`config.mk`:
```
export PLATFORM = sky130hd
export DESIGN_NAME = usb_in_tx_seq
export DESIGN_NICKNAME = d
export VERILOG_FILES = /design/src/rtl/usb_in_pkg.sv /design/src/rtl/usb_in_epstate.sv /design/src/rtl/usb_in_ackwin.sv /design/src/rtl/usb_in_seq.sv /design/src/rtl/usb_in_tx_seq.sv
export SDC_FILE = /design/constraint.sdc
export NUM_CORES = 1
export LEC_CHECK = 0
export ABC_AREA = 1
export BUFFER_PORTS_ARGS = -buffer_cell sky130_fd_sc_hd__buf_2
export CORE_MARGIN = 5
export CORE_UTILIZATION = 30
export CTS_CLUSTER_DIAMETER = 120
export DETAILED_ROUTE_END_ITERATION = 16
export PLACE_DENSITY = 0.47
export SYNTH_ARGS = -nofsm -noshare
export SYNTH_HDL_FRONTEND = slang
export SYNTH_SLANG_ARGS = --single-unit
export TNS_END_PERCENT = 20
```
`constraint.sdc`:
```
create_clock -name clk -period 4.2 [get_ports clk]
set_input_delay 0.42 -clock clk [delete_from_list [all_inputs] [get_ports clk]]
set_output_delay 0.42 -clock clk [all_outputs]
set_load 0.02 [all_outputs]
```
`src/rtl/usb_in_pkg.sv`:
```
package usb_in_pkg;
  localparam logic [1:0] ST_DIS   = 2'b00;
  localparam logic [1:0] ST_STALL = 2'b01;
  localparam logic [1:0] ST_NAK   = 2'b10;
  localparam logic [1:0] ST_VALID = 2'b11;

  localparam logic [7:0] PID_DATA0 = 8'hC3;
  localparam logic [7:0] PID_DATA1 = 8'h4B;
  localparam logic [7:0] PID_NAK   = 8'h5A;
  localparam logic [7:0] PID_STALL = 8'h1E;

  typedef enum logic [3:0] {
    S_IDLE, S_DADR, S_DCNT, S_WREQ, S_WGET,
    S_PID, S_DATA, S_FETCH, S_CRC, S_WAIT, S_HS
  } seq_state_e;
endpackage

```
`src/rtl/usb_in_epstate.sv`:
```
module usb_in_epstate
  import usb_in_pkg::*;
(
  input  logic       clk,
  input  logic       rst_n,
  input  logic       arm_we,
  input  logic [1:0] arm_stat,
  input  logic       arm_tog,
  input  logic       done_clr,
  input  logic       ack_apply,
  output logic [1:0] ep_stat,
  output logic       ep_tog,
  output logic       done
);
  always_ff @(posedge clk) begin
    if (!rst_n) begin
      ep_stat <= ST_DIS;
      ep_tog  <= 1'b0;
      done    <= 1'b0;
    end else if (ack_apply) begin
      ep_stat <= ST_NAK;
      ep_tog  <= ~ep_tog;
      done    <= 1'b1;
    end else begin
      if (arm_we) begin
        ep_stat <= arm_stat;
        ep_tog  <= arm_tog;
      end
      if (done_clr) done <= 1'b0;
    end
  end

  // acknowledged packet flips toggle, drops to NAK, flags completion
  a_r7_ack_update: assert property (@(posedge clk) disable iff (!rst_n)
    ack_apply |=> (ep_stat == ST_NAK) && done && (ep_tog != $past(ep_tog)));

  // arm strobe loads status and toggle when no ACK competes
  a_r11_arm_load: assert property (@(posedge clk) disable iff (!rst_n)
    (arm_we && !ack_apply) |=> (ep_stat == $past(arm_stat)) && (ep_tog == $past(arm_tog)));

  // without arm or ACK the endpoint state stays put
  a_r8_state_hold: assert property (@(posedge clk) disable iff (!rst_n)
    (!arm_we && !ack_apply) |=> $stable(ep_stat) && $stable(ep_tog));
endmodule

```
`src/rtl/usb_in_ackwin.sv`:
```
module usb_in_ackwin #(
  parameter int ACK_WIN = 32
) (
  input  logic clk,
  input  logic rst_n,
  input  logic start,
  input  logic ack_in,
  output logic open,
  output logic ack_hit
);
  localparam int CW = $clog2(ACK_WIN + 1);
  localparam logic [CW-1:0] LAST = CW'(ACK_WIN - 1);

  logic [CW-1:0] cnt;

  assign ack_hit = open && ack_in;

  always_ff @(posedge clk) begin
    if (!rst_n) begin
      open <= 1'b0;
      cnt  <= '0;
    end else if (start) begin
      open <= 1'b1;
      cnt  <= '0;
    end else if (open) begin
      if (ack_in || cnt == LAST) open <= 1'b0;
      else                       cnt  <= cnt + 1'b1;
    end
  end

  // window never outlives its length
  a_r8_window_bound: assert property (@(posedge clk) disable iff (!rst_n)
    open |-> (cnt < CW'(ACK_WIN)));

  // an accepted ACK closes the window
  a_r7_ack_closes: assert property (@(posedge clk) disable iff (!rst_n)
    (ack_hit && !start) |=> !open);
endmodule

```
`src/rtl/usb_in_seq.sv`:
```
module usb_in_seq
  import usb_in_pkg::*;
#(
  parameter int AW         = 9,
  parameter int CNT_W      = 10,
  parameter int DESC_WADDR = 0
) (
  input  logic          clk,
  input  logic          rst_n,
  input  logic          tok_in,
  input  logic [1:0]    ep_stat,
  input  logic          ep_tog,
  output logic          mem_rd_en,
  output logic [AW-1:0] mem_addr,
  input  logic [15:0]   mem_rdata,
  output logic          tx_valid,
  input  logic          tx_ready,
  output logic [7:0]    tx_byte,
  output logic          tx_crc,
  output logic          tx_last,
  output logic          win_start,
  input  logic          win_open
);
  localparam logic [AW-1:0] DESC_A = AW'(DESC_WADDR);
  localparam logic [AW-1:0] DESC_B = AW'(DESC_WADDR + 1);

  seq_state_e       state;
  logic [AW-1:0]    ptr;
  logic [CNT_W-1:0] remain;
  logic [15:0]      wbuf;
  logic             hi;
  logic [7:0]       pid_r;
  logic [7:0]       hs_r;
  logic             fire;

  assign fire = tx_valid && tx_ready;

  always_comb begin
    mem_rd_en = 1'b0;
    mem_addr  = ptr;
    tx_valid  = 1'b0;
    tx_byte   = 8'h00;
    tx_crc    = 1'b0;
    tx_last   = 1'b0;
    win_start = 1'b0;
    unique case (state)
      S_DADR: begin mem_rd_en = 1'b1; mem_addr = DESC_A; end
      S_DCNT: begin mem_rd_en = 1'b1; mem_addr = DESC_B; end
      S_WREQ: mem_rd_en = (mem_rdata[CNT_W-1:0] != '0);
      S_PID:  begin tx_valid = 1'b1; tx_byte = pid_r; end
      S_DATA: begin
        tx_valid  = 1'b1;
        tx_byte   = hi ? wbuf[15:8] : wbuf[7:0];
        mem_rd_en = fire && hi && (remain != CNT_W'(1));
      end
      S_CRC:  begin
        tx_valid = 1'b1; tx_crc = 1'b1; tx_last = 1'b1;
        win_start = tx_ready;
      end
      S_HS:   begin tx_valid = 1'b1; tx_byte = hs_r; tx_last = 1'b1; end
      default: ;
    endcase
  end

  always_ff @(posedge clk) begin
    if (!rst_n) begin
      state  <= S_IDLE;
      ptr    <= '0;
      remain <= '0;
      wbuf   <= '0;
      hi     <= 1'b0;
      pid_r  <= PID_DATA0;
      hs_r   <= PID_NAK;
    end else begin
      unique case (state)
        S_IDLE: if (tok_in) begin
          unique case (ep_stat)
            ST_VALID: begin
              state <= S_DADR;
              pid_r <= ep_tog ? PID_DATA1 : PID_DATA0;
            end
            ST_NAK:   begin state <= S_HS; hs_r <= PID_NAK;   end
            ST_STALL: begin state <= S_HS; hs_r <= PID_STALL; end
            default:  ;
          endcase
        end
        S_DADR: state <= S_DCNT;
        S_DCNT: begin
          ptr   <= mem_rdata[AW:1];
          state <= S_WREQ;
        end
        S_WREQ: begin
          remain <= mem_rdata[CNT_W-1:0];
          state  <= (mem_rdata[CNT_W-1:0] == '0) ? S_PID : S_WGET;
        end
        S_WGET: begin
          wbuf  <= mem_rdata;
          ptr   <= ptr + 1'b1;
          hi    <= 1'b0;
          state <= S_PID;
        end
        S_PID: if (fire) state <= (remain == '0) ? S_CRC : S_DATA;
        S_DATA: if (fire) begin
          remain <= remain - 1'b1;
          if (remain == CNT_W'(1)) begin
            state <= S_CRC;
          end else if (hi) begin
            ptr   <= ptr + 1'b1;
            hi    <= 1'b0;
            state <= S_FETCH;
          end else begin
            hi <= 1'b1;
          end
        end
        S_FETCH: begin
          wbuf  <= mem_rdata;
          state <= S_DATA;
        end
        S_CRC:  if (fire) state <= S_WAIT;
        S_WAIT: if (!win_open) state <= S_IDLE;
        S_HS:   if (fire) state <= S_IDLE;
        default: state <= S_IDLE;
      endcase
    end
  end

  // an offered beat is held until it is taken
  a_r9_beat_hold: assert property (@(posedge clk) disable iff (!rst_n)
    (tx_valid && !tx_ready) |=> tx_valid && $stable(tx_byte) && $stable(tx_crc) && $stable(tx_last));

  // empty payload goes from PID straight to the CRC request
  a_r4_zero_len: assert property (@(posedge clk) disable iff (!rst_n)
    (state == S_PID && fire && remain == '0) |=> tx_valid && tx_crc);

  // disabled endpoint stays silent and leaves memory alone
  a_r6_disabled_silent: assert property (@(posedge clk) disable iff (!rst_n)
    (state == S_IDLE && tok_in && ep_stat == ST_DIS) |=> !tx_valid && !mem_rd_en);

  // token while busy does not restart the sequence
  a_r10_busy_ignore: assert property (@(posedge clk) disable iff (!rst_n)
    (state == S_CRC && !tx_ready && tok_in) |=> (state == S_CRC));
endmodule

```
`src/rtl/usb_in_tx_seq.sv`:
```
module usb_in_tx_seq #(
  parameter int AW         = 9,
  parameter int CNT_W      = 10,
  parameter int DESC_WADDR = 0,
  parameter int ACK_WIN    = 32
) (
  input  logic          clk,
  input  logic          rst_n,
  input  logic          tok_in,
  input  logic          ack_in,
  input  logic          arm_we,
  input  logic [1:0]    arm_stat,
  input  logic          arm_tog,
  input  logic          done_clr,
  output logic          mem_rd_en,
  output logic [AW-1:0] mem_addr,
  input  logic [15:0]   mem_rdata,
  output logic          tx_valid,
  input  logic          tx_ready,
  output logic [7:0]    tx_byte,
  output logic          tx_crc,
  output logic          tx_last,
  output logic [1:0]    ep_stat,
  output logic          ep_tog,
  output logic          xfer_done
);
  logic win_start;
  logic win_open;
  logic ack_hit;

  usb_in_seq #(.AW(AW), .CNT_W(CNT_W), .DESC_WADDR(DESC_WADDR)) u_seq (
    .clk       (clk),
    .rst_n     (rst_n),
    .tok_in    (tok_in),
    .ep_stat   (ep_stat),
    .ep_tog    (ep_tog),
    .mem_rd_en (mem_rd_en),
    .mem_addr  (mem_addr),
    .mem_rdata (mem_rdata),
    .tx_valid  (tx_valid),
    .tx_ready  (tx_ready),
    .tx_byte   (tx_byte),
    .tx_crc    (tx_crc),
    .tx_last   (tx_last),
    .win_start (win_start),
    .win_open  (win_open)
  );

  usb_in_ackwin #(.ACK_WIN(ACK_WIN)) u_win (
    .clk     (clk),
    .rst_n   (rst_n),
    .start   (win_start),
    .ack_in  (ack_in),
    .open    (win_open),
    .ack_hit (ack_hit)
  );

  usb_in_epstate u_ep (
    .clk       (clk),
    .rst_n     (rst_n),
    .arm_we    (arm_we),
    .arm_stat  (arm_stat),
    .arm_tog   (arm_tog),
    .done_clr  (done_clr),
    .ack_apply (ack_hit),
    .ep_stat   (ep_stat),
    .ep_tog    (ep_tog),
    .done      (xfer_done)
  );
endmodule

```
Yosys cells after proc, flatten, opt, wreduce, memory -nomap -nowiden
Cells that the tools add are included.

Add/sub/neg operators: 3. Eq/ne operators: 26. Mux-type cells: 41. Bitwise operators: 3. Reduce and logical (&&, ||, !) cells: 29.

Operators with widths (count): $pmux W4 S11 (1); $mux W4 (9); $mux W9 (3); $pmux W9 S3 (1); $pmux W8 S3 (1); $logic_not A10 Y1 (2); $pmux W10 S2 (1); $pmux W9 S2 (1); $eq A4 B3 Y1 const B (4); $mux W8 (2); $pmux W8 S2 (1); $mux W1 (15); $eq A4 B4 Y1 const B (3); $reduce_or A2 Y1 (6); $eq A10 B1 Y1 const B (1); $mux W10 (1); $ne A10 B1 Y1 const B (1); $ne A2 B1 Y1 const B (5); $reduce_bool A10 Y1 (1); $reduce_bool A2 Y1 (5); $sub A10 B1 Y10 const B (1); $add A9 B1 Y9 const B (1); $reduce_and A3 Y1 (3); $eq A4 B2 Y1 const B (2); 21 further kinds (31).

Flip-flop bits (word level): 67. Output and inout bits: 25. Logic and storage cells: 115.

Logic depth before layout (Yosys ltp)
Depth after elaboration: 7. Gate-level depth with buffers: 11.

By module
A second synthesis with hierarchy kept.

Cells, all modules: 526. Area, all modules: 3344.5 µm².

By module, submodules not included: usb_in_seq (times used 1, cells each 436, area each 2770.2 µm², sequential area each 880.8 µm²); usb_in_ackwin (times used 1, cells each 63, area each 401.6 µm², sequential area each 140.1 µm²); usb_in_epstate (times used 1, cells each 27, area each 172.7 µm², sequential area each 80.1 µm²).

Worst setup path before layout
OpenSTA, ideal clock, no wires.

Path kind: register to output. Start point: reg u_seq.state[2]. End point: out tx_byte[0]. Arrival time: 1388 ps. Required time: 3780 ps. Slack: 2392 ps. Stages on the path, launching flop included: 6. Cells stage by stage: dfxtp_1 -> inv_1 -> nor2_2 -> nand2_1 -> buf_2 -> o21ai_0.

Cells in the longest elaborated chain, start to end: 2. Elaborated cells on any way between the ends: 4.

RTL lines: from (decl) (RTL line usb_in_seq.sv:27) `seq_state_e state;`; from (signal assigned) (RTL line usb_in_seq.sv:94) `state <= (mem_rdata[CNT_W-1:0] == '0) ? S_PID : S_WGET;`; from (signal assigned) (RTL line usb_in_seq.sv:102) `S_PID: if (fire) state <= (remain == '0) ? S_CRC : S_DATA;`; $eq A4 B4 Y1 or $eq A4 B3 Y1 (tied branches) (RTL line usb_in_seq.sv:46) `unique case (state)`; $pmux W8 S3 (*) (RTL line usb_in_seq.sv:46); to (decl) (RTL line usb_in_tx_seq.sv:20) `output logic [7:0] tx_byte,`.

Every way passes the cells marked *; elsewhere a longest branch is shown, timed or not.

Final worst setup path
Start point: reg u_seq.state[1]. End point: out mem_rd_en.

Cells in the longest elaborated chain, start to end: 7. Elaborated cells on any way between the ends: 14.

RTL lines: $eq A4 B3 Y1 or $eq A4 B4 Y1 (tied branches) (RTL line usb_in_seq.sv:46); $reduce_or A4 Y1 (no line); $mux W1 (RTL line usb_in_seq.sv:46); $logic_and A1 B1 Y1 (RTL line usb_in_seq.sv:36) `assign fire = tx_valid && tx_ready;`; $logic_and A1 B1 Y1 (2 in series) (RTL line usb_in_seq.sv:54) `mem_rd_en = fire && hi && (remain != CNT_W'(1));`; $pmux W1 S3 (*) (RTL line usb_in_seq.sv:46); to (decl) (RTL line usb_in_tx_seq.sv:15) `output logic mem_rd_en,`.

Marked as above.

==> results.json <==
{
  "outcome": "finished clean",
  "antenna_violating_nets_post_route": 0,
  "worstSetupStartpointType": "flop",
  "p_per_area_mw_per_mm2": 552.8,
  "synth_edf_count": 0,
  "finalCritPeriodShare_pct": 57.51,
  "clk-insertion-delay-late_ns": 0.31,
  "ioPinCount": 51,
  "hold_path_depth": 4,
  "drtPass1Iterations": 4,
  "end_kind": "output port",
  "reg2reg_depth": 8,
  "cts_resized": 0,
  "synth_area_leader_cell": "dfxtp_1",
  "wirelength_um": 9412,
  "min_to": "u_ep.done",
  "synth_top_area_share_pct": 34.02,
  "clk_pin_slew_ns": 0.10,
  "grt_max_degree": 47,
  "peakVddDrop_mv": 0.1842,
  "r2r_slack_ns": 1.99,
  "synth_area_sq_mm": 0.003237,
  "min_period_ns": 2.415,
  "holdCritPathClass": "input pin to flop",
  "grtUsageTotal_pct": 14.68,
  "grt_pass1_vias": 3024,
  "nFillCells": 1218,
  "initial_core_util_pct": 30.26,
  "synth.yosys.seq_area_share_pct": 34.02,
  "core_area_sq_mm": 0.01070,
  "setup_slack_ns": 1.785,
  "cts_root_buf": "clkbuf_8",
  "port_buffers": 50,
  "cp_data_required_time_ns": 3.78,
  "die_x_um": 113.9,
  "route.detailed.drc": 0,
  "synthToLayoutAreaGrowth_pct": 13.80,
  "num-nets-final": 602,
  "synth.distinct_cells": 33,
  "die_h_um": 113.9,
  "holdBufCountCts": 0,
  "stdcell_area_sq_mm": 0.003684,
  "dieArea_sq_mm": 0.01297,
  "viasPerCell": 4.695,
  "num_rows": 38,
  "setup_viol": 0,
  "setup-tns-final_ns": 0,
  "synth_ff_type": "dfxtp_1",
  "gp_congestion": 0.8450,
  "syn_area_per_cell_sq_um": 6.142,
  "drv_slew": 0,
  "critical_path_class": "flop to output port",
  "crit_path_max_fanout": 23,
  "maxSlewHeadroom_pct": 30.56,
  "n_antenna_cell": 0,
  "r2r-end": "u_seq.remain[4]",
  "synth.top_cells.by_area": "dfxtp_1 34%, nand2_1 16%, inv_1 8.8%",
  "via_count": 3329,
  "arrival_ns": 2.00,
  "wire_per_inst_um": 13.28,
  "post-place-ws_ns": 2.023,
  "h-tree-depth": 2,
  "cts_tree": "yes",
  "final_hold_viol_count": 0,
  "dpl_cell_area_sq_mm": 0.003577,
  "finClkSkew_ns": 0.006592,
  "synthTopCellsByCount": "141 x nand2_1, 76 x inv_1, 72 x nor2_1",
  "drtIter0Drc": 174,
  "grt_pass1_wl_um": 15390,
  "max_cap_viol_count": 0,
  "syn_inst": 527,
  "post_cts_buffers": 0,
  "antenna_found_initial": 0,
  "min_from": "done_clr",
  "grt-ovfl-total": 0,
  "drive_above_1_share_pct": 12.83,
  "r2r_start": "u_seq.state[1]",
  "clkSinkCount": 55,
  "cts-buffers-inserted": 5,
  "ys_warn_count": 0,
  "async_reset_ff_share_pct": 0,
  "yosysMostFrequentCell": "nand2_1",
  "syn-num-nets": 560,
  "rsz0062_at_grt": "no",
  "clockBufferDepth": 2,
  "leakagePower_nw": 1.833,
  "max_freq_mhz": 414.0,
  "post-dp-hpwl_um": 6955,
  "synth.ff_latch_count": 55,
  "tightestPinTransition_ns": 1.039
}
==> final cells by class <==
| type | count | area (sq um) | share of cell area, % |
|---|---|---|---|
| Multi-Input combinational cell | 378 | 1754 | 47.62 |
| Sequential cell | 55 | 1101 | 29.89 |
| Inverter | 79 | 296.5 | 8.050 |
| Timing Repair Buffer | 50 | 250.2 | 6.793 |
| Tap cell | 140 | 175.2 | 4.755 |
| Clock buffer | 5 | 68.82 | 1.868 |
| Clock inverter | 2 | 37.54 | 1.019 |
==> layer usage <==
layer | vias to the layer above | track usage (%) | routed length (um)
li1 | 1747 | - | -
met2 | 71 | 24.22 | 4210
met4 | 0 | 2.375 | 35
met1 | 1509 | 20.38 | 4645
met3 | 2 | 2.706 | 521
met5 | - | 0 | 0
==> cell usage in the layout, fill, tap and decap left out, types with 2 or more instances in the layout <==
cell type  count
nor2_2         4
nand4_1        8
a31oi_1        2
buf_2         50
a21oi_1       37
inv_2          2
nand3_1       29
dfxtp_1       55
clkbuf_8       5
o21ai_0       53
nand2_2        3
ha_1           7
nor2_1        72
nand2_1      141
or2_2          6
inv_1         76
o21bai_1       2
nor3_1         4
==> worst max-delay path, cell delays in order, from the launching register on <==
cell and delay (ns):
dfxtp_1 0.44, nand2_2 0.12, nor2_2 0.65, nand4_1 0.17, nand2_1 0.13, buf_2 0.18
==> sequential cells by signal (all words and copies together) (netlist names), 2 cells and up <==
register / count
u_seq.wbuf: 16
u_ep.ep_stat: 2
u_seq.state: 4
u_seq.hs_r: 2
u_seq.pid_r: 2
u_seq.remain: 10
u_win.cnt: 6
u_seq.ptr: 9
==> power by group <==
group	internal [W]	switching [W]	total (W)	leakage, nW
combinational	0.000300	0.000654	0.000955	1.33
sequential	0.000637	0.0000856	0.000723	0.449
clock	0.000175	0.000184	0.000359	0.0502
total	0.00111	0.000924	0.00204	1.83
==> logic make-up (layout without fill, tap and decap cells) <==
group	after synthesis	in the layout	share of synthesized area [%]
flip-flops	55	55	34.02
XOR/XNOR	1	1	0.2706
buffers and inverters	94	136	11.79
AO/OA/AOI/OAI	100	100	16.16
adder cells (fa/ha/maj)	7	7	2.706
multiplexers	1	1	0.3093
AND/OR/NAND/NOR	269	269	34.75
==> stage by stage <==
| stage | hold slack (ns) | cells | power (W) | utilization (%) |
|---|---|---|---|---|
| floorplan | 0.4205 | 527 | 0.001444 | - |
| global placement | 0.4313 | 702 | 0.001684 | 33.44 |
| detailed placement | 0.4374 | 702 | 0.001692 | 33.44 |
| CTS | 0.3311 | 709 | 0.002062 | 34.43 |
| global route | 0.3397 | 709 | 0.002239 | 34.43 |
| finish | 0.3420 | 709 | 0.002036 | 34.43 |
==> worst max-delay path by stage <==
| stage | from | endpoint | cells past startpoint |
|---|---|---|---|
| floorplan | u_seq.state[2] | tx_byte[0] | 5 |
| global placement | u_seq.state[0] | u_seq.remain[4] | 9 |
| detailed placement | u_seq.state[0] | u_seq.remain[4] | 9 |
| CTS | u_seq.state[0] | mem_addr[0] | 7 |
| global route | u_seq.state[1] | tx_byte[1] | 5 |
| finish | u_seq.state[1] | mem_rd_en | 5 |
Note: power is estimated with default switching activity, not from simulation.
